### config.mk
export PLATFORM = sky130hd
export DESIGN_NAME = ptimer_top
export DESIGN_NICKNAME = d
export VERILOG_FILES = /design/src/rtl/ptimer_pkg.sv /design/src/rtl/ptimer_prescaler.sv /design/src/rtl/ptimer_counter.sv /design/src/rtl/ptimer_channels.sv /design/src/rtl/ptimer_top.sv
export SDC_FILE = /design/constraint.sdc
export NUM_CORES = 1
export LEC_CHECK = 0
export ABC_AREA = 1
export BUFFER_PORTS_ARGS = -buffer_cell sky130_fd_sc_hd__buf_2
export CAP_MARGIN = 30
export CORE_MARGIN = 2
export CORE_UTILIZATION = 55
export CTS_CLUSTER_SIZE = 14
export DETAILED_ROUTE_END_ITERATION = 6
export GPL_TIMING_DRIVEN = 1
export HOLD_SLACK_MARGIN = 0.06
export PLACE_DENSITY = 0.71
export SETUP_SLACK_MARGIN = 0.1
export SLEW_MARGIN = 40
export SYNTH_ARGS = -nofsm -noshare
export SYNTH_HDL_FRONTEND = slang
export SYNTH_SLANG_ARGS = --single-unit
### constraint.sdc
create_clock -name clk -period 2.86 [get_ports clk]
set_input_delay 0 -clock clk [delete_from_list [all_inputs] [get_ports clk]]
set_output_delay 0 -clock clk [all_outputs]
set_load 0.05 [all_outputs]
### src/rtl/ptimer_pkg.sv
package ptimer_pkg;
  localparam int ADDR_W = 4;
  typedef logic [ADDR_W-1:0] addr_t;

  localparam addr_t A_CTRL = 4'd0;
  localparam addr_t A_RUN  = 4'd1;
  localparam addr_t A_IE   = 4'd2;
  localparam addr_t A_FLG  = 4'd3;
  localparam addr_t A_OVF  = 4'd4;
  localparam addr_t A_CNT  = 4'd5;
  localparam addr_t A_CMP0 = 4'd8;

  localparam int CTRL_OVF_IE_BIT = 7;
  localparam int CTRL_MOD_BIT    = 3;
endpackage

### src/rtl/ptimer_prescaler.sv
module ptimer_prescaler #(
  parameter int PSEL_W = 3
) (
  input  logic              clk,
  input  logic              rst_n,
  input  logic              run,
  input  logic [PSEL_W-1:0] psel,
  output logic              tick
);
  localparam int PRE_W = (1 << PSEL_W) - 1;

  // low 'sel' bits set: divider phase that ends a period
  function automatic logic [PRE_W-1:0] ratio_mask(input logic [PSEL_W-1:0] sel);
    logic [PRE_W-1:0] m;
    for (int k = 0; k < PRE_W; k++) m[k] = (k < int'(sel));
    return m;
  endfunction

  logic [PRE_W-1:0] pre_q;
  logic [PRE_W-1:0] mask;

  assign mask = ratio_mask(psel);
  assign tick = run && ((pre_q & mask) == mask);

  always_ff @(posedge clk) begin
    if (!rst_n || !run) pre_q <= '0;
    else                pre_q <= pre_q + PRE_W'(1);
  end
endmodule

### src/rtl/ptimer_counter.sv
module ptimer_counter #(
  parameter int CNT_W = 16
) (
  input  logic             clk,
  input  logic             rst_n,
  input  logic             tick,
  input  logic             mod_en,
  input  logic [CNT_W-1:0] top_cmp,
  output logic [CNT_W-1:0] cnt,
  output logic             mod_hit,
  output logic             wrap_ovf
);
  function automatic logic [CNT_W-1:0] next_count(input logic [CNT_W-1:0] c,
                                                  input logic reload);
    return reload ? '0 : c + CNT_W'(1);
  endfunction

  logic [CNT_W-1:0] cnt_q;

  assign cnt      = cnt_q;
  assign mod_hit  = tick && mod_en && (cnt_q == top_cmp);
  // a compare reload at all-ones is not a wrap
  assign wrap_ovf = tick && (cnt_q == '1) && !mod_hit;

  always_ff @(posedge clk) begin
    if (!rst_n)    cnt_q <= '0;
    else if (tick) cnt_q <= next_count(cnt_q, mod_hit);
  end
endmodule

### src/rtl/ptimer_channels.sv
module ptimer_channels #(
  parameter int CNT_W = 16,
  parameter int NCH   = 8
) (
  input  logic                 clk,
  input  logic                 rst_n,
  input  logic                 tick,
  input  logic [CNT_W-1:0]     cnt,
  input  logic [NCH*CNT_W-1:0] cmp_flat,
  input  logic [NCH-1:0]       clr_mask,
  output logic [NCH-1:0]       hit,
  output logic [NCH-1:0]       flags
);
  for (genvar i = 0; i < NCH; i++) begin : g_ch
    assign hit[i] = tick && (cnt == cmp_flat[i*CNT_W +: CNT_W]);

    always_ff @(posedge clk) begin
      if (!rst_n)           flags[i] <= 1'b0;
      else if (hit[i])      flags[i] <= 1'b1;
      else if (clr_mask[i]) flags[i] <= 1'b0;
    end
  end
endmodule

### src/rtl/ptimer_top.sv
module ptimer_top
  import ptimer_pkg::*;
#(
  parameter int CNT_W  = 16,
  parameter int NCH    = 8,
  parameter int PSEL_W = 3
) (
  input  logic              clk,
  input  logic              rst_n,
  input  logic              bus_wr,
  input  logic [ADDR_W-1:0] bus_addr,
  input  logic [CNT_W-1:0]  bus_wdata,
  output logic [CNT_W-1:0]  bus_rdata,
  output logic              chan_irq,
  output logic              ovf_irq
);
  logic                          ovf_ie_q, mod_en_q, run_q, ovf_flag_q;
  logic [PSEL_W-1:0]             psel_q;
  logic [NCH-1:0]                chan_ie_q;
  logic [NCH-1:0][CNT_W-1:0]     cmp_q;
  logic                          tick, mod_hit, wrap_ovf;
  logic [CNT_W-1:0]              cnt_q;
  logic [NCH-1:0]                chan_hit, chan_flag, clr_mask;
  logic                          wr_ctrl, wr_run, wr_ie, wr_flg, wr_ovf;

  assign wr_ctrl  = bus_wr && (bus_addr == A_CTRL);
  assign wr_run   = bus_wr && (bus_addr == A_RUN);
  assign wr_ie    = bus_wr && (bus_addr == A_IE);
  assign wr_flg   = bus_wr && (bus_addr == A_FLG);
  assign wr_ovf   = bus_wr && (bus_addr == A_OVF);
  assign clr_mask = wr_flg ? bus_wdata[NCH-1:0] : '0;

  always_ff @(posedge clk) begin
    if (!rst_n) begin
      ovf_ie_q  <= 1'b0;
      mod_en_q  <= 1'b0;
      psel_q    <= '0;
      run_q     <= 1'b0;
      chan_ie_q <= '0;
    end else begin
      if (wr_ctrl) begin
        ovf_ie_q <= bus_wdata[CTRL_OVF_IE_BIT];
        mod_en_q <= bus_wdata[CTRL_MOD_BIT];
        psel_q   <= bus_wdata[PSEL_W-1:0];
      end
      if (wr_run) run_q     <= bus_wdata[0];
      if (wr_ie)  chan_ie_q <= bus_wdata[NCH-1:0];
    end
  end

  for (genvar i = 0; i < NCH; i++) begin : g_cmp
    always_ff @(posedge clk) begin
      if (!rst_n) cmp_q[i] <= '0;
      else if (bus_wr && (bus_addr == addr_t'(int'(A_CMP0) + i))) cmp_q[i] <= bus_wdata;
    end
  end

  always_ff @(posedge clk) begin
    if (!rst_n)                      ovf_flag_q <= 1'b0;
    else if (wrap_ovf)               ovf_flag_q <= 1'b1;
    else if (wr_ovf && bus_wdata[0]) ovf_flag_q <= 1'b0;
  end

  ptimer_prescaler #(.PSEL_W(PSEL_W)) u_pre (
    .clk(clk), .rst_n(rst_n), .run(run_q), .psel(psel_q), .tick(tick)
  );

  ptimer_counter #(.CNT_W(CNT_W)) u_cnt (
    .clk(clk), .rst_n(rst_n), .tick(tick), .mod_en(mod_en_q),
    .top_cmp(cmp_q[NCH-1]), .cnt(cnt_q), .mod_hit(mod_hit), .wrap_ovf(wrap_ovf)
  );

  ptimer_channels #(.CNT_W(CNT_W), .NCH(NCH)) u_ch (
    .clk(clk), .rst_n(rst_n), .tick(tick), .cnt(cnt_q), .cmp_flat(cmp_q),
    .clr_mask(clr_mask), .hit(chan_hit), .flags(chan_flag)
  );

  assign chan_irq = |(chan_flag & chan_ie_q);
  assign ovf_irq  = ovf_flag_q && ovf_ie_q;

  always_comb begin
    bus_rdata = '0;
    unique case (bus_addr)
      A_CTRL: begin
        bus_rdata[CTRL_OVF_IE_BIT] = ovf_ie_q;
        bus_rdata[CTRL_MOD_BIT]    = mod_en_q;
        bus_rdata[PSEL_W-1:0]      = psel_q;
      end
      A_RUN:   bus_rdata[0]       = run_q;
      A_IE:    bus_rdata[NCH-1:0] = chan_ie_q;
      A_FLG:   bus_rdata[NCH-1:0] = chan_flag;
      A_OVF:   bus_rdata[0]       = ovf_flag_q;
      A_CNT:   bus_rdata          = cnt_q;
      default: begin
        for (int i = 0; i < NCH; i++)
          if (bus_addr == addr_t'(int'(A_CMP0) + i)) bus_rdata = cmp_q[i];
      end
    endcase
  end
endmodule

Word-level counts from Yosys, hierarchy flattened:

Index checks and enable logic that the tools add are counted.

* reduce and logical (&&, ||, !) cells: 46
* $lt $le $gt $ge: 7
* muxes and demuxes: 33
* equal/unequal tests: 23
* bitwise gates (word level): 2
* $add $sub $neg: 2

Operator list (count)
* $mux 16: 9
* $eq 16x16->1: 8
* $eq 4x4->1 const B: 8
* $logic_and 1x1->1: 28
* $mux 1: 18
* $reduce_bool 2->1: 9
* $add 16x1->16 const B: 1
* $eq 16x16->1 const B: 1
* $pmux 8 s2: 1
* $pmux 3 s5: 1
* $pmux 3 s4: 1
* $lt 3x3->1 const A: 3
* $and 8x8->8: 1
* $eq 4x2->1 const B: 2
* $eq 4x3->1 const B: 2
* $mux 8: 1
* $reduce_or 8->1: 1
* $add 7x1->7 const B: 1
* $and 7x7->7: 1
* $eq 7x7->1: 1
* $lt 1x3->1 const A: 2
* $lt 2x3->1 const A: 2
* $pmux 1 s6: 1
* $pmux 1 s5: 1
* other kinds (7): 9

* register bits: 174
* input port bits: 23

Longest topological paths before layout:

Gate-level depths: netlist (run 1).

* depth after elaboration: 10
* gate-level depth with buffers: 14
* depth with buffers taken out: 13

Hierarchy:

Synthesis (run 1) repeated with hierarchy kept, for this count alone.

* cells, all modules: 2043
* area total of the unflattened synthesis: 11783.8 µm²

By module, submodules not included
* ptimer_top: sequential area each 2862.7 µm², instances 1, cells each 974, area an instance 6635.1 µm²
* ptimer_channels: sequential area each 160.2 µm², instances 1, cells each 778, area an instance 3493.4 µm²
* ptimer_counter: sequential area each 320.3 µm², instances 1, cells each 236, area an instance 1301.2 µm²
* ptimer_prescaler: sequential area each 140.1 µm², instances 1, cells each 55, area an instance 354.1 µm²

Worst setup path after synthesis (run 1):

Ideal clock, no wire load.

* path type: register to register
* start: reg u_pre.pre_q[0]
* end: reg ovf_flag_q
* clock period less this slack: 1.397 ns
* path slack: 1.463 ns
* arrival: 1.287 ns
* path buffers: 1
* cell stages (with the launch flop): 13
* cell sequence: dfxtp_1 nand2_1 o21ai_0 nand2_1 a21oi_2 nand2_1 buf_6 nor2_1 nand2_1 nand2_1 o21ai_1 nand2_1 inv_1

* word-level cells in the longest chain between the ends: 8

Ends and longest elaborated chain
* start: declaration: RTL line ptimer_prescaler.sv:19 `logic [PRE_W-1:0] pre_q;`
* start signal: assignment: RTL line ptimer_prescaler.sv:27 `else pre_q <= pre_q + PRE_W'(1);`
* $and 7x7->7 (*): RTL line ptimer_prescaler.sv:23 `assign tick = run && ((pre_q & mask) == mask);`
* $eq 7x7->1 (*): RTL line ptimer_prescaler.sv:23
* $logic_and 1x1->1 (*): RTL line ptimer_prescaler.sv:23
* $logic_and 1x1->1 (2 in series): RTL line ptimer_counter.sv:21 `assign mod_hit = tick && mod_en && (cnt_q == top_cmp);`
* $logic_not 1->1: RTL line ptimer_counter.sv:23 `assign wrap_ovf = tick && (cnt_q == '1) && !mod_hit;`
* $logic_and 1x1->1 (*): RTL line ptimer_counter.sv:23
* $mux 1 / $reduce_bool 2->1 (equally long branches)
* end signal: assignment: RTL line ptimer_top.sv:59 `if (!rst_n) ovf_flag_q <= 1'b0;`
* end signal: assignment: RTL line ptimer_top.sv:60 `else if (wrap_ovf) ovf_flag_q <= 1'b1;`
* end signal: assignment: RTL line ptimer_top.sv:61 `else if (wr_ovf && bus_wdata[0]) ovf_flag_q <= 1'b0;`
* end: declaration: RTL line ptimer_top.sv:17 `logic ovf_ie_q, mod_en_q, run_q, ovf_flag_q;`

Every way passes the cells marked *; elsewhere a longest branch is shown, timed or not.
A chain may end at the register's enable or synchronous reset.

Final worst setup path (run 1):

* start: in bus_addr[2]
* end: out bus_rdata[2]

* word-level cells in the longest chain between the ends: 10

Ends and longest elaborated chain
* start: declaration: RTL line ptimer_top.sv:11 `input logic [ADDR_W-1:0] bus_addr,`
* $eq 4x4->1: RTL line ptimer_top.sv:96 `if (bus_addr == addr_t'(int'(A_CMP0) + i)) bus_rdata = cmp_q[i];`
* $mux 16 (8 in series): RTL line ptimer_top.sv:96
* $pmux 3 s5 (*): RTL line ptimer_top.sv:83 `unique case (bus_addr)`
* end: declaration: RTL line ptimer_top.sv:13 `output logic [CNT_W-1:0] bus_rdata,`

Marks and branches as above.

==> flow_summary.ini, run 1 <==
[outcome]
status = complete, no violations

[worst_setup_path]
cp-endpoint = bus_rdata[2]
cpMostUsedCell = nand2_1
path_cells = dlygate4sd3_1 -> buf_2 -> inv_1 -> nand2_1 -> nor2_2 -> buf_4 -> nand2_1 -> nand2_1 -> nor3_1 -> nand4_1 -> o21ai_0 -> nand3_1 -> buf_2
cp_data_arrival_time_ns = 2.52
crit_path_end_kind = primary output
cp-start-kind = input port
rr_endpoint = u_cnt.cnt[6]
r2r_slack_ns = 0.65
r2r.worst_path.cells = 8
cpLargestDelayFamily = buffers and inverters
cp_max_fo = 11
slowest_stage = dlygate4sd3_1
critPathRequiredTime_ns = 2.86
worstSetupPathType = in2out
reg2reg_from = u_cnt.cnt[5]
path_depth = 13
critPathLaunch = bus_addr[2]
cp.buffers_inverters = 5
slowest_delay_ns = 0.55

[sta]
maxSlewHeadroom_pct = 49.59
tns_ns = 0
hold_viol = 0
hold_ws_ns = 0.1154
max_freq_ghz = 0.3972
rsz0062_at_grt = false
min_period_ns = 2.518
drv_slew = 0
fin_crit_sh_pct = 88.03
worst_slack_ns = 0.3425
fin_skew_ns = 0.01182
setup_viol = 0
worst_slew_pin_slew_ns = 0.7543

[yosys]
synth_edf_count = 0
yosysTopAreaCell = dfxtp_1
avgSynthCellArea_sq_um = 6.737
yosysSeqAreaShare_pct = 36.16
ys_warn_count = 0
synth_cells = 1430
ys_top_cells_by_area = dfxtp_1 36%, nand2_1 11%, a21oi_1 8.5%
netlist_area_sq_mm = 0.009634
synth_flop_cell = dfxtp_1
syn-num-nets = 1455
synth.top_cell.area_share_pct = 36.16
synthArstFlopShare_pct = 0
synth-seq-cells = 174
synth_cell_types = 38

[floorplan]
initial_core_util_pct = 55.89
fp.dieArea_sq_mm = 0.01859
rows = 48
ioPinCount = 41
die_w_um = 136.4
coreArea_sq_mm = 0.01724
die_h_um = 136.4

[pwr]
p_int_mw = 3.901
ir_worst_vdd_uv = 460.9
p_total_mw = 5.260
power_density_mw_per_mm2 = 494.5
comb_power_share_pct = 8.5
p_sw_mw = 1.358
p_leak_nw = 4.056
p_clk_share_pct = 44.1
seq_power_share_pct = 47.4
p_sw_share_pct = 25.82

[grt]
grt_pass1_wl_um = 50050
track_usage_pct = 35.81
grt_overflow = 0
antenna_found_initial = 0
grt_pass1_vias = 8852
grt_max_degree = 65

[clock_network]
cts_buffer_depth = 2
clock-root-buffer = clkbuf_16
hold_buffers = 18
path_clk_slew_ns = 0.06
post_cts_buffers = 0
cts_tree = built
cts_sinks = 174
cts_resized = 0
clock_latency_ns = 0.44
cts_max_level = 4
cts_buffers = 17

[placement]
gp_congestion = 0.9508
dpl.cell_count = 1635
placed_area_sq_mm = 0.009882
portBuffers = 40
hpwlAfterDp_um = 22820
pre_cts_ws_ns = 0.7008

[flow_run]
drv_cap = 0

[routing]
drtPass1Iterations = 6
dr_total_vias = 9806
wl_per_cell_um = 19.44
drc = 0
ant_nets = 0
viasPerCell = 5.820
wirelength_um = 32750
drt_iter0_markers = 1112

[finish]
utilization_pct = 61.72
layout_common_cells = 275 x nand2_1, 174 x dfxtp_1, 164 x a21oi_1
drive_gt1_share_pct = 8.219
nets = 1472
layout.cells.non_filler = 1685
area_growth_syn_to_layout_pct = 10.42
fin_area_sq_mm = 0.01064
final_common_cell = nand2_1
num_antenna_cells = 0

[worst_hold_path]
hold_path.class = in2reg
[Yosys cell counts, drive strengths merged (2+ instances only)]
master / n
nand2: 281
nor2: 151
xor2: 18
nand3: 116
inv: 144
a221oi: 7
o21ai: 108
buf: 50
a21oi: 165
o22ai: 12
nand4: 27
xnor2: 84
dfxtp: 174
nor3: 37
ha: 2
clkbuf: 38
o211ai: 7
[sequential cells by signal (all words and copies together), names as in the netlist]
name	cells
cmp_q	128
u_pre.pre_q	7
mod_en_q	1
u_ch.flags	8
chan_ie_q	8
ovf_flag_q	1
run_q	1
ovf_ie_q	1
u_cnt.cnt	16
psel_q	3
[worst min-delay path: stages]
cell and delay (ns):
buf_2 0.32, nand2_1 0.15, inv_1 0.03
[worst min-delay path by stage]
| stage | from | slack [ns] | endpoint | cells past startpoint |
|---|---|---|---|---|
| 6_report | rst_n | 0.12 | ovf_flag_q | 3 |
| 5_1_grt | rst_n | 0.15 | ovf_flag_q | 3 |
| 3_5_place_dp | bus_wdata[8] | 0.37 | cmp_q[8] | 3 |
| 4_1_cts | rst_n | 0.10 | ovf_flag_q | 3 |
| 3_3_place_gp | bus_wdata[13] | 0.36 | cmp_q[13] | 3 |
| 2_1_floorplan | bus_wdata[9] | 0.13 | cmp_q[121] | 2 |
[cells by family after synthesis]
group / after synthesis / synth area share, %
flops: 174 / 36.16
simple gates: 616 / 27.47
fa+ha+maj: 2 / 0.2597
buf+inv: 232 / 10.25
xor+xnor: 102 / 9.273
compound gates: 304 / 16.60
[routing by layer]
| layer | vias up | share of wire, % | global-route usage [%] |
|---|---|---|---|
| met5 | - | 0 | 0 |
| met4 | 0 | 4.2 | 14.99 |
| met3 | 94 | 10 | 9.396 |
| met2 | 499 | 44 | 55.25 |
| met1 | 4528 | 42 | 47.40 |
| li1 | 4685 | - | - |
[area by class of cell]
| cell class | instances | area, sq um |
|---|---|---|
| clock buffer | 23 | 457.9 |
| clock inverter | 9 | 112.6 |
| fill | 1642 | 6599 |
| inverter | 144 | 543.0 |
| multi-input combinational | 1024 | 5169 |
| sequential | 174 | 3483 |
| tap | 225 | 281.5 |
| timing repair buffer | 86 | 590.6 |
[power groups by stage]
| stage | registers, mW | clock network, mW | logic, mW |
|---|---|---|---|
| finish | 2.49 | 2.32 | 0.450 |
| global route | 2.50 | 2.42 | 0.479 |
| CTS | 2.49 | 2.33 | 0.435 |
| detailed placement | 2.55 | 0 | 0.415 |
| global placement | 2.55 | 0 | 0.412 |
| floorplan | 2.54 | 0 | 0.271 |
No activity file was read; power rests on OpenSTA's default activity.
==> run 2: changes to the inputs <==
- CTS_BUF_LIST: default -> sky130_fd_sc_hd__clkbuf_16
==> flow_summary.ini, run 2 (synthesized netlist as in run 1, its figures left out) <==
[outcome]
status = complete, no violations

[finish]
area_growth_syn_to_layout_pct = 10.31
nets = 1472
layout.cells.non_filler = 1685
final_common_cell = nand2_1
largest_reg_flops = 128
num_antenna_cells = 0
utilization_pct = 61.66
layout_common_cells = 275 x nand2_1, 174 x dfxtp_1, 164 x a21oi_1
drive_gt1_share_pct = 8.151
largest_register = cmp_q

[sta]
rsz0062_at_grt = false
max_freq_ghz = 0.3985
fin_crit_sh_pct = 87.75
maxSlewHeadroom_pct = 47.59
hold_viol = 0
min_period_ns = 2.510
drv_slew = 0
worst_slew_pin_slew_ns = 0.7842
fin_skew_ns = 0.01387
hold_ws_ns = 0.1167
setup_viol = 0
tns_ns = 0

[clock_network]
cts_sinks = 174
clock_latency_ns = 0.44
cts_buffer_depth = 2
cts_resized = 0
cts_tree = built
clock-root-buffer = clkbuf_16
cts_max_level = 4
path_clk_slew_ns = 0.06
cts_buffers = 17

[routing]
ant_nets = 0
dr_total_vias = 9784
wirelength_um = 32650
drtPass1Iterations = 7
viasPerCell = 5.807
drt_iter0_markers = 1118
drc = 0
wl_per_cell_um = 19.38

[grt]
grt_pass1_wl_um = 50090
track_usage_pct = 35.83
grt_pass1_vias = 8860
busiest_layer = met2
grtUsageMet3_pct = 9.508
use_met2_pct = 55.16
antenna_found_initial = 0
grt_overflow = 0
grt_max_degree = 65
grtUsageMet1_pct = 47.40

[worst_setup_path]
cp-start-kind = input port
cp_max_fo = 11
slowest_stage = dlygate4sd3_1
r2r_slack_ns = 0.64
crit_path_end_kind = primary output
cp_data_arrival_time_ns = 2.51
reg2reg_from = u_cnt.cnt[5]
worstSetupPathType = in2out
slowest_delay_ns = 0.55
critPathRequiredTime_ns = 2.86
path_cells = dlygate4sd3_1 -> buf_2 -> inv_1 -> nand2_1 -> nor2_2 -> buf_4 -> nand2_1 -> nand2_1 -> nor3_1 -> nand4_1 -> o21ai_0 -> nand3_1 -> buf_2
r2r.worst_path.cells = 8
rr_endpoint = u_cnt.cnt[6]
cpMostUsedCell = nand2_1

[placement]
gp_congestion = 0.9508
portBuffers = 40
dpl.cell_count = 1635
hpwlAfterDp_um = 22820

[pwr]
ir_worst_vdd_uv = 449.1
power_density_mw_per_mm2 = 490.1
p_leak_nw = 4.071
p_total_mw = 5.209

[worst_hold_path]
min_to = ovf_flag_q
hold_path.class = in2reg
whs_path_depth = 3
min-delay-start = rst_n

[floorplan]
die_h_um = 136.4
fp.dieArea_sq_mm = 0.01859
initial_core_util_pct = 55.89
coreArea_sq_mm = 0.01724
die_w_um = 136.4
rows = 48
ioPinCount = 41

[flow_run]
drv_cap = 0
==> run 2: worst max-delay path by stage <==
stage	cells past startpoint	slack, ns	end	start
floorplan	12	1.46	ovf_flag_q	u_pre.pre_q[0]
global placement	8	0.72	u_cnt.cnt[6]	u_cnt.cnt[5]
detailed placement	8	0.70	u_cnt.cnt[6]	u_cnt.cnt[5]
CTS	13	0.49	bus_rdata[2]	bus_addr[2]
global route	13	0.24	bus_rdata[2]	bus_addr[2]
finish	13	0.35	bus_rdata[2]	bus_addr[2]
==> run 2: area by class of cell <==
class                           count  area (sq um)
Fill cell                        1647          6609
Multi-Input combinational cell   1024          5169
Sequential cell                   174          3483
Timing Repair Buffer               86         590.6
Inverter                          144         543.0
Clock buffer                       17         425.4
Tap cell                          225         281.5
Clock inverter                     15         135.1
==> run 2: metal layers <==
layer | part of all wire, % | wire [um]
met2 | 44 | 14210
met5 | 0 | 0
met4 | 4.5 | 1470
met3 | 10 | 3266
met1 | 42 | 13710
==> run 2: what timing repair did <==
action,4_1_cts,5_1_grt
buffers inserted,0,0
hold endpoints to repair,139,0
endpoints found under the setup margin,0,0
hold buffers,18,0
==> run 2: critical path: cells and delay by family <==
family / cells / cell delay [ns]
buffers and inverters: 5 / 1.35
AOI/OAI and AO/OA: 1 / 0.14
and+or+nand+nor: 7 / 0.99
==> run 2: per-stage QoR <==
stage | worst slack, ns | instance area, sq um
finish | 0.3504 | 10630
global route | 0.2371 | 10630
CTS | 0.4889 | 10620
detailed placement | 0.7008 | 9882
global placement | 0.7172 | 9882
floorplan | 1.463 | 9634
==> run 2: power breakdown <==
group | internal [mW] | total, mW | switching [mW]
Clock | 1.27 | 2.27 | 0.999
Sequential | 2.46 | 2.49 | 0.0305
Combinational | 0.128 | 0.450 | 0.322
Total | 3.86 | 5.21 | 1.35
==> run 3: changes to the inputs <==
- ABC_AREA: 1 -> default
==> flow_summary.ini, run 3 <==
[outcome]
status = complete, no violations

[sta]
setup_viol = 0
max_freq_ghz = 0.4099
maxSlewHeadroom_pct = 41.88
worst_slew_pin_slew_ns = 0.8694
min_period_ns = 2.439
hold_ws_ns = 0.1057
tns_ns = 0
fin_skew_ns = 0.01040
hold_viol = 0
rsz0062_at_grt = false
fin_crit_sh_pct = 85.29
drv_slew = 0

[yosys]
synthArstFlopShare_pct = 0
avgSynthCellArea_sq_um = 8.052
synth.top_cell.area_share_pct = 34.94
synth_edf_count = 0
synth_cell_types = 61
yosysSeqAreaShare_pct = 34.94
yosysTopAreaCell = dfxtp_1
synth-seq-cells = 174
ys_top_cells_by_area = dfxtp_1 35%, nand2_1 11%, xor2_1 11%
syn-num-nets = 1263
ys_warn_count = 0
synth_cells = 1238
synth.top_cells.by_count = 304 x nand2_1, 174 x dfxtp_1, 136 x a21boi_0
netlist_area_sq_mm = 0.009968
synth_flop_cell = dfxtp_1
yosysMostFrequentCell = nand2_1

[routing]
dr_wl_met2_um = 15270
drt_iter0_markers = 1204
dr_total_vias = 9439
met3_length_um = 3691
wl_met1_um = 14900
drc = 0
wirelength_um = 35900
drtPass1Iterations = 7
maxUsedRoutingLayer = met4
viasPerCell = 6.348
wl_per_cell_um = 24.15
ant_nets = 0

[floorplan]
fp.dieArea_sq_mm = 0.01922
ioPinCount = 41
coreArea_sq_mm = 0.01790
die_w_um = 138.6
die_h_um = 138.6
rows = 49
initial_core_util_pct = 55.68

[clock_network]
cts_max_level = 4
clock_latency_ns = 0.44
cts_sinks = 174
cts_buffers = 17
cts_buffer_depth = 2
path_clk_slew_ns = 0.07
cts_tree = built
cts_resized = 0
clock-root-buffer = clkbuf_16

[flow_run]
drv_cap = 0

[pwr]
seq_power_share_pct = 46.5
p_total_mw = 5.337
p_sw_mw = 1.496
p_clk_share_pct = 44.0
p_leak_nw = 4.564
comb_power_share_pct = 9.5
p_int_mw = 3.840
ir_worst_vdd_uv = 432.9
p_sw_share_pct = 28.04
power_density_mw_per_mm2 = 485.3

[worst_setup_path]
worstSetupPathType = reg2reg
path_cells = xor2_1 -> nor4_1 -> nand4_1 -> o31ai_4 -> buf_4 -> o31ai_1
cp_data_arrival_time_ns = 2.75
crit_path_end_kind = register
cpLargestDelayFamily = flip-flops
slowest_stage = dfxtp_1
cp_max_fo = 14
r2r_slack_ns = 0.42
cp-start-kind = register
slowest_delay_ns = 0.72
critPathRequiredTime_ns = 3.18
cp.buffers_inverters = 1
reg2reg_from = u_cnt.cnt[4]
r2r.worst_path.cells = 6
rr_endpoint = ovf_flag_q

[grt]
grt_max_degree = 70
grt_overflow = 0
grt_pass1_vias = 8810
track_usage_pct = 37.01
antenna_found_initial = 0
grt_pass1_wl_um = 54500

[finish]
nFillCells = 1624
fin_area_sq_mm = 0.01100
largest_reg_flops = 128
drive_gt1_share_pct = 10.65
final_common_cell = nand2_1
area_growth_syn_to_layout_pct = 10.32
num_antenna_cells = 0
nets = 1271
largest_register = cmp_q
layout_common_cells = 303 x nand2_1, 174 x dfxtp_1, 136 x a21boi_0

[placement]
placed_area_sq_mm = 0.01026
hpwlAfterDp_um = 25980
portBuffers = 40
gp_congestion = 1.026

[worst_hold_path]
hold_path.class = in2reg
min-delay-start = rst_n
min_to = u_ch.flags[0]
whs_path_depth = 2
-- run 3: power by group through the flow --
stage | logic, mW | clock network (mW) | registers (mW)
global placement | 0.473 | 0 | 2.54
detailed placement | 0.471 | 0 | 2.54
floorplan | 0.320 | 0 | 2.52
finish | 0.509 | 2.35 | 2.48
CTS | 0.489 | 2.36 | 2.48
global route | 0.531 | 2.45 | 2.48
-- run 3: kinds of logic after synthesis --
logic type	Yosys count	share of synthesized area, %
compound gates	292	21.18
xor+xnor	131	11.51
fa+ha+maj	2	0.2510
buf+inv	116	5.523
flops	174	34.94
mux	48	5.196
simple gates	475	21.40
-- run 3: repair_timing --
item / 4_1_cts / 5_1_grt
hold buffers: 16 / 0
buffers inserted: 0 / 0
endpoints found under the hold margin: 137 / 0
-- run 3: area by class of cell --
class,instances,area [sq um],area share [%]
clock buffer,17,425.4,3.868
multi-input combinational,948,5946,54.07
clock inverter,14,151.4,1.377
inverter,7,26.28,0.2389
timing repair buffer,98,678.2,6.167
sequential,174,3483,31.68
tap,229,286.5,2.606
-- run 3: worst reg2reg max path: stages, from the launching register on --
cell and delay [ns]:
dfxtp_1 0.72, xor2_1 0.25, nor4_1 0.38, nand4_1 0.25, o31ai_4 0.34, buf_4 0.27
o31ai_1 0.10
-- run 3: how the worst max path moves through the flow --
stage / startpoint / to / slack (ns) / cells past startpoint
after floorplan: bus_addr[0] / bus_rdata[5] / 0.74 / 8
after global placement: u_cnt.cnt[0] / u_cnt.cnt[7] / 0.52 / 6
after detailed placement: u_cnt.cnt[4] / ovf_flag_q / 0.54 / 6
after CTS: u_cnt.cnt[4] / ovf_flag_q / 0.52 / 6
after global routing: u_cnt.cnt[4] / u_cnt.cnt[7] / 0.31 / 5
final: u_cnt.cnt[4] / ovf_flag_q / 0.42 / 6
-- run 3: per-stage QoR --
| stage | util, % | worst slack [ns] | instances |
|---|---|---|---|
| finish | 61.43 | 0.4206 | 1487 |
| global route | 61.43 | 0.3127 | 1487 |
| CTS | 61.41 | 0.5164 | 1487 |
| detailed placement | 57.30 | 0.5423 | 1440 |
| global placement | 57.29 | 0.5195 | 1440 |
| floorplan | - | 0.7351 | 1238 |
-- run 3: per-layer routing --
layer / vias up / track usage (%)
li1: 4287 / -
met1: 4473 / 50.01
met2: 532 / 55.39
met3: 147 / 9.565
met4: 0 / 17.81
met5: - / 0
